--- src/rtl/sdcmd_pkg.sv ---
// Shared constants and the one-bit CRC7 step used on the command line.
// Assumes CRC7 with generator x^7+x^3+1, processed MSB first.
package sdcmd_pkg;
    localparam int CRC_W = 7;
    localparam logic [CRC_W-1:0] CRC_POLY = 7'h09;

    // Advance the CRC state by one line bit.
    function automatic logic [CRC_W-1:0] crc_step(input logic [CRC_W-1:0] c, input logic b);
        logic fb;
        fb = b ^ c[CRC_W-1];
        return {c[CRC_W-2:0], 1'b0} ^ (fb ? CRC_POLY : '0);
    endfunction
endpackage

--- src/rtl/sdcmd_crc7.sv ---
// Serial CRC7 accumulator.
// When en is high it takes one bit. When init is also high it restarts from zero
// in the same cycle, so a new frame can begin right after the previous one.
module sdcmd_crc7
    import sdcmd_pkg::*;
(
    input  logic             clk,
    input  logic             rst_n,
    input  logic             en,
    input  logic             init,
    input  logic             din,
    output logic [CRC_W-1:0] crc
);
    // Accumulate one bit per enabled cycle.
    always_ff @(posedge clk) begin
        if (!rst_n)
            crc <= '0;
        else if (en)
            crc <= crc_step(init ? '0 : crc, din);
    end
endmodule

--- src/rtl/sdcmd_rx.sv ---
// Command token receiver.
// Frames a fixed-length token from its start bit and checks the direction bit,
// the CRC and the end bit. It reports a one-cycle good or bad event.
// Assumes cmd_in carries one already-sampled line bit per clock.
module sdcmd_rx
    import sdcmd_pkg::*;
#(
    parameter int IDX_W = 6,
    parameter int ARG_W = 32
) (
    input  logic             clk,
    input  logic             rst_n,
    input  logic             cmd_in,
    output logic             cmd_valid,
    output logic             cmd_err,
    output logic [IDX_W-1:0] cmd_idx,
    output logic [ARG_W-1:0] cmd_arg
);
    localparam int TOK_BITS = 2 + IDX_W + ARG_W + CRC_W + 1;
    localparam int CNT_W    = $clog2(TOK_BITS);
    localparam int SH_W     = TOK_BITS - 2;          // holds line bits 1..TOK_BITS-2
    localparam int DIR_POS  = SH_W - 1;
    localparam int IDX_HI   = SH_W - 2;
    localparam int IDX_LO   = IDX_HI - IDX_W + 1;
    localparam int ARG_HI   = IDX_LO - 1;
    localparam int ARG_LO   = ARG_HI - ARG_W + 1;
    localparam logic [CNT_W-1:0] LAST    = CNT_W'(TOK_BITS - 1);
    localparam logic [CNT_W-1:0] CRC_END = CNT_W'(TOK_BITS - CRC_W - 1);

    logic             busy;
    logic [CNT_W-1:0] cnt;
    logic [SH_W-1:0]  sh;
    logic [CRC_W-1:0] crc;
    logic             start;
    logic             last;
    logic             good;

    assign start = !busy && !cmd_in;
    assign last  = busy && (cnt == LAST);
    assign good  = sh[DIR_POS] && cmd_in && (sh[CRC_W-1:0] == crc);

    sdcmd_crc7 u_crc (
        .clk   (clk),
        .rst_n (rst_n),
        .en    (start || (busy && (cnt < CRC_END))),
        .init  (!busy),
        .din   (cmd_in),
        .crc   (crc)
    );

    // Track the position of the incoming bit inside the token.
    always_ff @(posedge clk) begin
        if (!rst_n) begin
            busy <= 1'b0;
            cnt  <= '0;
        end else if (start) begin
            busy <= 1'b1;
            cnt  <= CNT_W'(1);
        end else if (busy) begin
            if (last) begin
                busy <= 1'b0;
                cnt  <= '0;
            end else begin
                cnt <= cnt + 1'b1;
            end
        end
    end

    // Shift the token bits in, MSB first.
    always_ff @(posedge clk) begin
        if (!rst_n)
            sh <= '0;
        else if (start || busy)
            sh <= {sh[SH_W-2:0], cmd_in};
    end

    // Judge the token on its end bit and publish the fields.
    always_ff @(posedge clk) begin
        if (!rst_n) begin
            cmd_valid <= 1'b0;
            cmd_err   <= 1'b0;
            cmd_idx   <= '0;
            cmd_arg   <= '0;
        end else begin
            cmd_valid <= last && good;
            cmd_err   <= last && !good;
            if (last && good) begin
                cmd_idx <= sh[IDX_HI:IDX_LO];
                cmd_arg <= sh[ARG_HI:ARG_LO];
            end
        end
    end
endmodule

--- src/rtl/sdcmd_tx.sv ---
// Response serializer.
// Sends a short frame (header, index, argument) or a long frame (header, all-ones
// index field, body), followed by a generated CRC7 and an end bit.
// For the long frame the CRC covers the body only.
// Assumes BODY_W > ARG_W. Start requests while busy are dropped.
module sdcmd_tx
    import sdcmd_pkg::*;
#(
    parameter int IDX_W  = 6,
    parameter int ARG_W  = 32,
    parameter int BODY_W = 120
) (
    input  logic              clk,
    input  logic              rst_n,
    input  logic              start,
    input  logic              long_sel,
    input  logic [IDX_W-1:0]  idx,
    input  logic [BODY_W-1:0] data,
    output logic              busy,
    output logic              line
);
    localparam int HDR_W      = 2 + IDX_W;
    localparam int SHORT_DATA = HDR_W + ARG_W;
    localparam int LONG_DATA  = HDR_W + BODY_W;
    localparam int LONG_BITS  = LONG_DATA + CRC_W + 1;
    localparam int SHORT_BITS = SHORT_DATA + CRC_W + 1;
    localparam int CNT_W      = $clog2(LONG_BITS);
    localparam int CSEL_W     = $clog2(CRC_W);
    localparam logic [CNT_W-1:0] S_DATA = CNT_W'(SHORT_DATA);
    localparam logic [CNT_W-1:0] L_DATA = CNT_W'(LONG_DATA);
    localparam logic [CNT_W-1:0] S_LAST = CNT_W'(SHORT_BITS - 1);
    localparam logic [CNT_W-1:0] L_LAST = CNT_W'(LONG_BITS - 1);
    localparam logic [CNT_W-1:0] L_FIRST = CNT_W'(HDR_W);

    logic                 lng;
    logic [CNT_W-1:0]     cnt;
    logic [LONG_DATA-1:0] sh;
    logic [CRC_W-1:0]     crc;
    logic [CNT_W-1:0]     ndata;
    logic [CNT_W-1:0]     first;
    logic [CNT_W-1:0]     lastc;
    logic [CSEL_W-1:0]    sel;
    logic                 accept;

    assign ndata  = lng ? L_DATA : S_DATA;
    assign first  = lng ? L_FIRST : '0;
    assign lastc  = lng ? L_LAST : S_LAST;
    assign accept = start && !busy;
    assign sel    = CSEL_W'(ndata + CNT_W'(CRC_W - 1) - cnt);

    sdcmd_crc7 u_crc (
        .clk   (clk),
        .rst_n (rst_n),
        .en    (busy && (cnt >= first) && (cnt < ndata)),
        .init  (cnt == first),
        .din   (sh[LONG_DATA-1]),
        .crc   (crc)
    );

    // Load the frame on an accepted start, then shift one bit per cycle.
    always_ff @(posedge clk) begin
        if (!rst_n) begin
            busy <= 1'b0;
            lng  <= 1'b0;
            cnt  <= '0;
            sh   <= '0;
        end else if (accept) begin
            busy <= 1'b1;
            lng  <= long_sel;
            cnt  <= '0;
            if (long_sel)
                sh <= {2'b00, {IDX_W{1'b1}}, data};
            else
                sh <= {2'b00, idx, data[ARG_W-1:0], {(LONG_DATA-SHORT_DATA){1'b0}}};
        end else if (busy) begin
            sh <= {sh[LONG_DATA-2:0], 1'b0};
            if (cnt == lastc) begin
                busy <= 1'b0;
                cnt  <= '0;
            end else begin
                cnt <= cnt + 1'b1;
            end
        end
    end

    // Pick the line value: payload, then CRC, then end bit; high when idle.
    always_comb begin
        if (!busy)
            line = 1'b1;
        else if (cnt < ndata)
            line = sh[LONG_DATA-1];
        else if (cnt < ndata + CNT_W'(CRC_W))
            line = crc[sel];
        else
            line = 1'b1;
    end
endmodule

--- src/rtl/sdcmd_link.sv ---
// Command-line endpoint: token receiver plus response serializer.
// Assumes one line bit per clock in each direction. The card logic does not
// request a response while rsp_busy is high, and any such request is dropped.
module sdcmd_link #(
    parameter int IDX_W  = 6,
    parameter int ARG_W  = 32,
    parameter int BODY_W = 120
) (
    input  logic              clk,
    input  logic              rst_n,
    input  logic              cmd_in,
    output logic              cmd_valid,
    output logic              cmd_err,
    output logic [IDX_W-1:0]  cmd_idx,
    output logic [ARG_W-1:0]  cmd_arg,
    input  logic              rsp_start,
    input  logic              rsp_long,
    input  logic [IDX_W-1:0]  rsp_idx,
    input  logic [BODY_W-1:0] rsp_data,
    output logic              rsp_busy,
    output logic              cmd_out,
    output logic              cmd_oe
);
    logic tx_busy;

    sdcmd_rx #(.IDX_W(IDX_W), .ARG_W(ARG_W)) u_rx (
        .clk       (clk),
        .rst_n     (rst_n),
        .cmd_in    (cmd_in),
        .cmd_valid (cmd_valid),
        .cmd_err   (cmd_err),
        .cmd_idx   (cmd_idx),
        .cmd_arg   (cmd_arg)
    );

    sdcmd_tx #(.IDX_W(IDX_W), .ARG_W(ARG_W), .BODY_W(BODY_W)) u_tx (
        .clk      (clk),
        .rst_n    (rst_n),
        .start    (rsp_start),
        .long_sel (rsp_long),
        .idx      (rsp_idx),
        .data     (rsp_data),
        .busy     (tx_busy),
        .line     (cmd_out)
    );

    assign rsp_busy = tx_busy;
    assign cmd_oe   = tx_busy;
endmodule

--- config.mk ---
export PLATFORM = sky130hd
export DESIGN_NAME = sdcmd_link
export DESIGN_NICKNAME = d
export VERILOG_FILES = /design/src/rtl/sdcmd_pkg.sv /design/src/rtl/sdcmd_crc7.sv /design/src/rtl/sdcmd_rx.sv /design/src/rtl/sdcmd_tx.sv /design/src/rtl/sdcmd_link.sv
export SDC_FILE = /design/constraint.sdc
export NUM_CORES = 1
export LEC_CHECK = 0
export ABC_CLOCK_PERIOD_IN_PS = 1900
export BUFFER_PORTS_ARGS = -buffer_cell sky130_fd_sc_hd__buf_4
export CAP_MARGIN = 20
export CORE_AREA = 3 3 164 134
export CTS_BUF_LIST = sky130_fd_sc_hd__clkbuf_16
export CTS_CLUSTER_SIZE = 24
export DETAILED_ROUTE_END_ITERATION = 6
export DIE_AREA = 0 0 167 137
export GPL_TIMING_DRIVEN = 0
export PLACE_DENSITY = 0.73
export SLEW_MARGIN = 10
export SYNTH_ARGS = -nofsm -noshare
export SYNTH_HDL_FRONTEND = slang
export SYNTH_SLANG_ARGS = --single-unit
--- constraint.sdc ---
create_clock -name clk -period 1.9 [get_ports clk]
set_clock_uncertainty 0.2 [all_clocks]
set_input_delay 0.19 -clock clk [delete_from_list [all_inputs] [get_ports clk]]
set_output_delay 0.19 -clock clk [all_outputs]
set_load 0.01 [all_outputs]
==> reports/metrics.yaml <==
drc: 0
hold_path_class: "input pin to flop"
multi_input_area_um2: 5784
die_h_um: 137
ioPinCount: 174
status: "complete, but fails checks"
nets: 1705
max_freq_ghz: 0.4035
relSlewSlack_pct: 49.70
violations: "setup timing"
clk_transition_reported_paths_ns: 0.06
p_leak_nw: 5.811
worstSetupPathType: "flop to primary output"
slowest_stage: "dfxtp_4"
postSynthCellCount: 1238
cts_tree: "done"
timing.final.hold_violations: 0
utilization_pct: 74.23
critPathMaxFanout: 3
synth_ff_type: "dfxtp_1"
fin_crit_sh_pct: 130.4
vias: 11335
cts-root-buf: "clkbuf_16"
antenna_found_initial: 1
grt_max_degree: 14
synth-seq-cells: 245
slowest_delay_ns: 0.38
postLayoutCellArea_um2: 15230
arrival_ns: 2.09
start_util_pct: 50.78
place_area_um2: 12130
ys_warn_count: 0
cts_sinks: 245
netlist_area_um2: 10420
grt_remaining_overflow: 0
tns_ns: -9.676
first_pass_iters: 5
die_w_um: 167
area_growth_pct: 46.19
drive_above_1_share_pct: 24.81
worst_pin_slew_ns: 0.7545
powerDensity_nw_per_um2: 782.1
rsz0062_at_grt: "true"
drt_iter0_drc: 1066
dieArea_um2: 22880
required_ns: 1.51
crit_path_start_kind: "flop"
vias_per_cell: 6.111
synth_edf_count: 0
critPathBufInv: 2
worstSkewPairLatency_ns: 0.52
row_count: 47
layout_common_cells: "dfxtp_1 (235), buf_4 (194), nor2_1 (174)"
end_kind: "primary output"
drv_slew: 0
regArea_um2: 4927
cts-buffers-inserted: 25
postRouteAntennaNets: 0
io_buffers: 172
ys_seq_area_share_pct: 47.06
layout_setup_ws_ns: -0.5783
crit_chain: "inv_4, ha_4, nor4bb_4, nor2b_2, o2111a_1, o21ai_2, buf_4"
path_delay_family: "simple AND/OR/NAND/NOR gates"
routedWlPerCell_um: 19.41
synth_cell_types: 47
dp.final_hpwl_um: 21300
cts-htree-levels: 1
max_cap_violations: 0
layout_commonest_cell: "dfxtp_1"
postSynth.asyncResetShare_pct: 0
synthesis.nets: 1376
period_needed_ns: 2.478
vdd_drop_max_uv: 695.8
gp_congestion: 0.8404
postRouteWirelength_um: 36000
first_global_vias: 10510
fin_total_pwr_mw: 11.91
synth.avg_cell_area_um2: 8.418
finalSetupViolations: 57
fillers: 1390
cts_buffer_depth: 3
track_usage_pct: 28.44
coreArea_um2: 20520
grt_pass1_wl_um: 54080
whs_ns: 0.03288
[kinds of logic after synthesis]
group / Yosys count / synth area share, %
AO/OA/AOI/OAI: 321 / 20.89
XOR/XNOR: 20 / 1.681
adder cells (fa/ha/maj): 7 / 0.8404
buffers and inverters: 133 / 5.162
flip-flops: 245 / 47.06
multiplexers: 41 / 4.058
AND/OR/NAND/NOR: 471 / 20.30
[tightest hold or removal path: cells and delay by family]
kind / cells / cell delay, ns
AOI/OAI and AO/OA: 2 / 0.21
muxes: 1 / 0.14
buffers and inverters: 1 / 0.11
and+or+nand+nor: 1 / 0.05
[worst paths after layout]
check	startpoint	end	slack, ns	depth (start not counted)
worst max-delay path	u_tx.lng	cmd_out	-0.58	7
worst min-delay path	rsp_data[89]	u_tx.sh[89]	0.03	5
worst max register to register	u_tx.lng	u_tx.u_crc.crc[3]	-0.26	8
worst min register to register	u_tx.sh[119]	u_tx.sh[120]	0.25	2
[cell type report]
type / count / area share [%]
Multi-Input combinational cell: 861 / 37.97
Sequential cell: 245 / 32.34
Timing Repair Buffer: 304 / 17.77
Buffer: 124 / 4.534
Clock buffer: 25 / 4.106
Tap cell: 269 / 2.209
Clock inverter: 19 / 0.8706
Inverter: 6 / 0.1643
Antenna cell: 2 / 0.03285
[synth_stat cells (all sizes together) (10+ instances only)]
master    n  area (um2)
nor3     91       455.4
xor2     10       87.58
mux2i    40       400.4
dfxtp   245        4905
nor2    175       656.9
buf      23       125.1
a221oi   87       762.0
clkbuf  104       390.4
a21oi   136       680.7
xnor2    10       87.58
a211oi   39       292.8
nand4    48       306.5
nand2   121       454.2
o31ai    38       285.3
[metal layers]
metal	part of all wire [%]	vias to the layer above	wire length [um]	GRT usage, %
met5	0	-	0	0
met4	3.6	0	1312	9.208
met3	7.9	121	2857	4.967
met2	46	570	16670	45.62
met1	42	5459	15160	39.31
li1	-	5185	-	-
[repair_timing]
action,in CTS,in global routing
endpoints found under the hold margin,103,0
cloned,5,3
hold buffers,98,0
resized for setup,158,97
setup endpoints to repair,211,180
pin swaps,87,54
buffers inserted,21,8
[per-stage QoR]
step                worst slack, ns  std cells
global placement            -0.4628       1679
floorplan                  -0.02468       1238
CTS                         -0.5606       1845
global route                -0.6536       1854
finish                      -0.5783       1855
detailed placement          -0.5029       1679
[state kept, by name, summed over array words and instances, names as in the netlist, 6 cells and up]
name            flops
u_tx.u_crc.crc      7
u_rx.u_crc.crc      7
u_tx.cnt            8
u_rx.cnt            6
u_tx.sh           128
u_rx.sh            46
u_rx.cmd_idx        6
u_rx.cmd_arg       32
[where the power goes]
part	internal [mW]	switching [mW]
Clock	2.65	2.03
Sequential	5.36	0.136
Combinational	0.764	0.978
Total	8.77	3.14
Note: power is estimated with default switching activity, not from simulation.
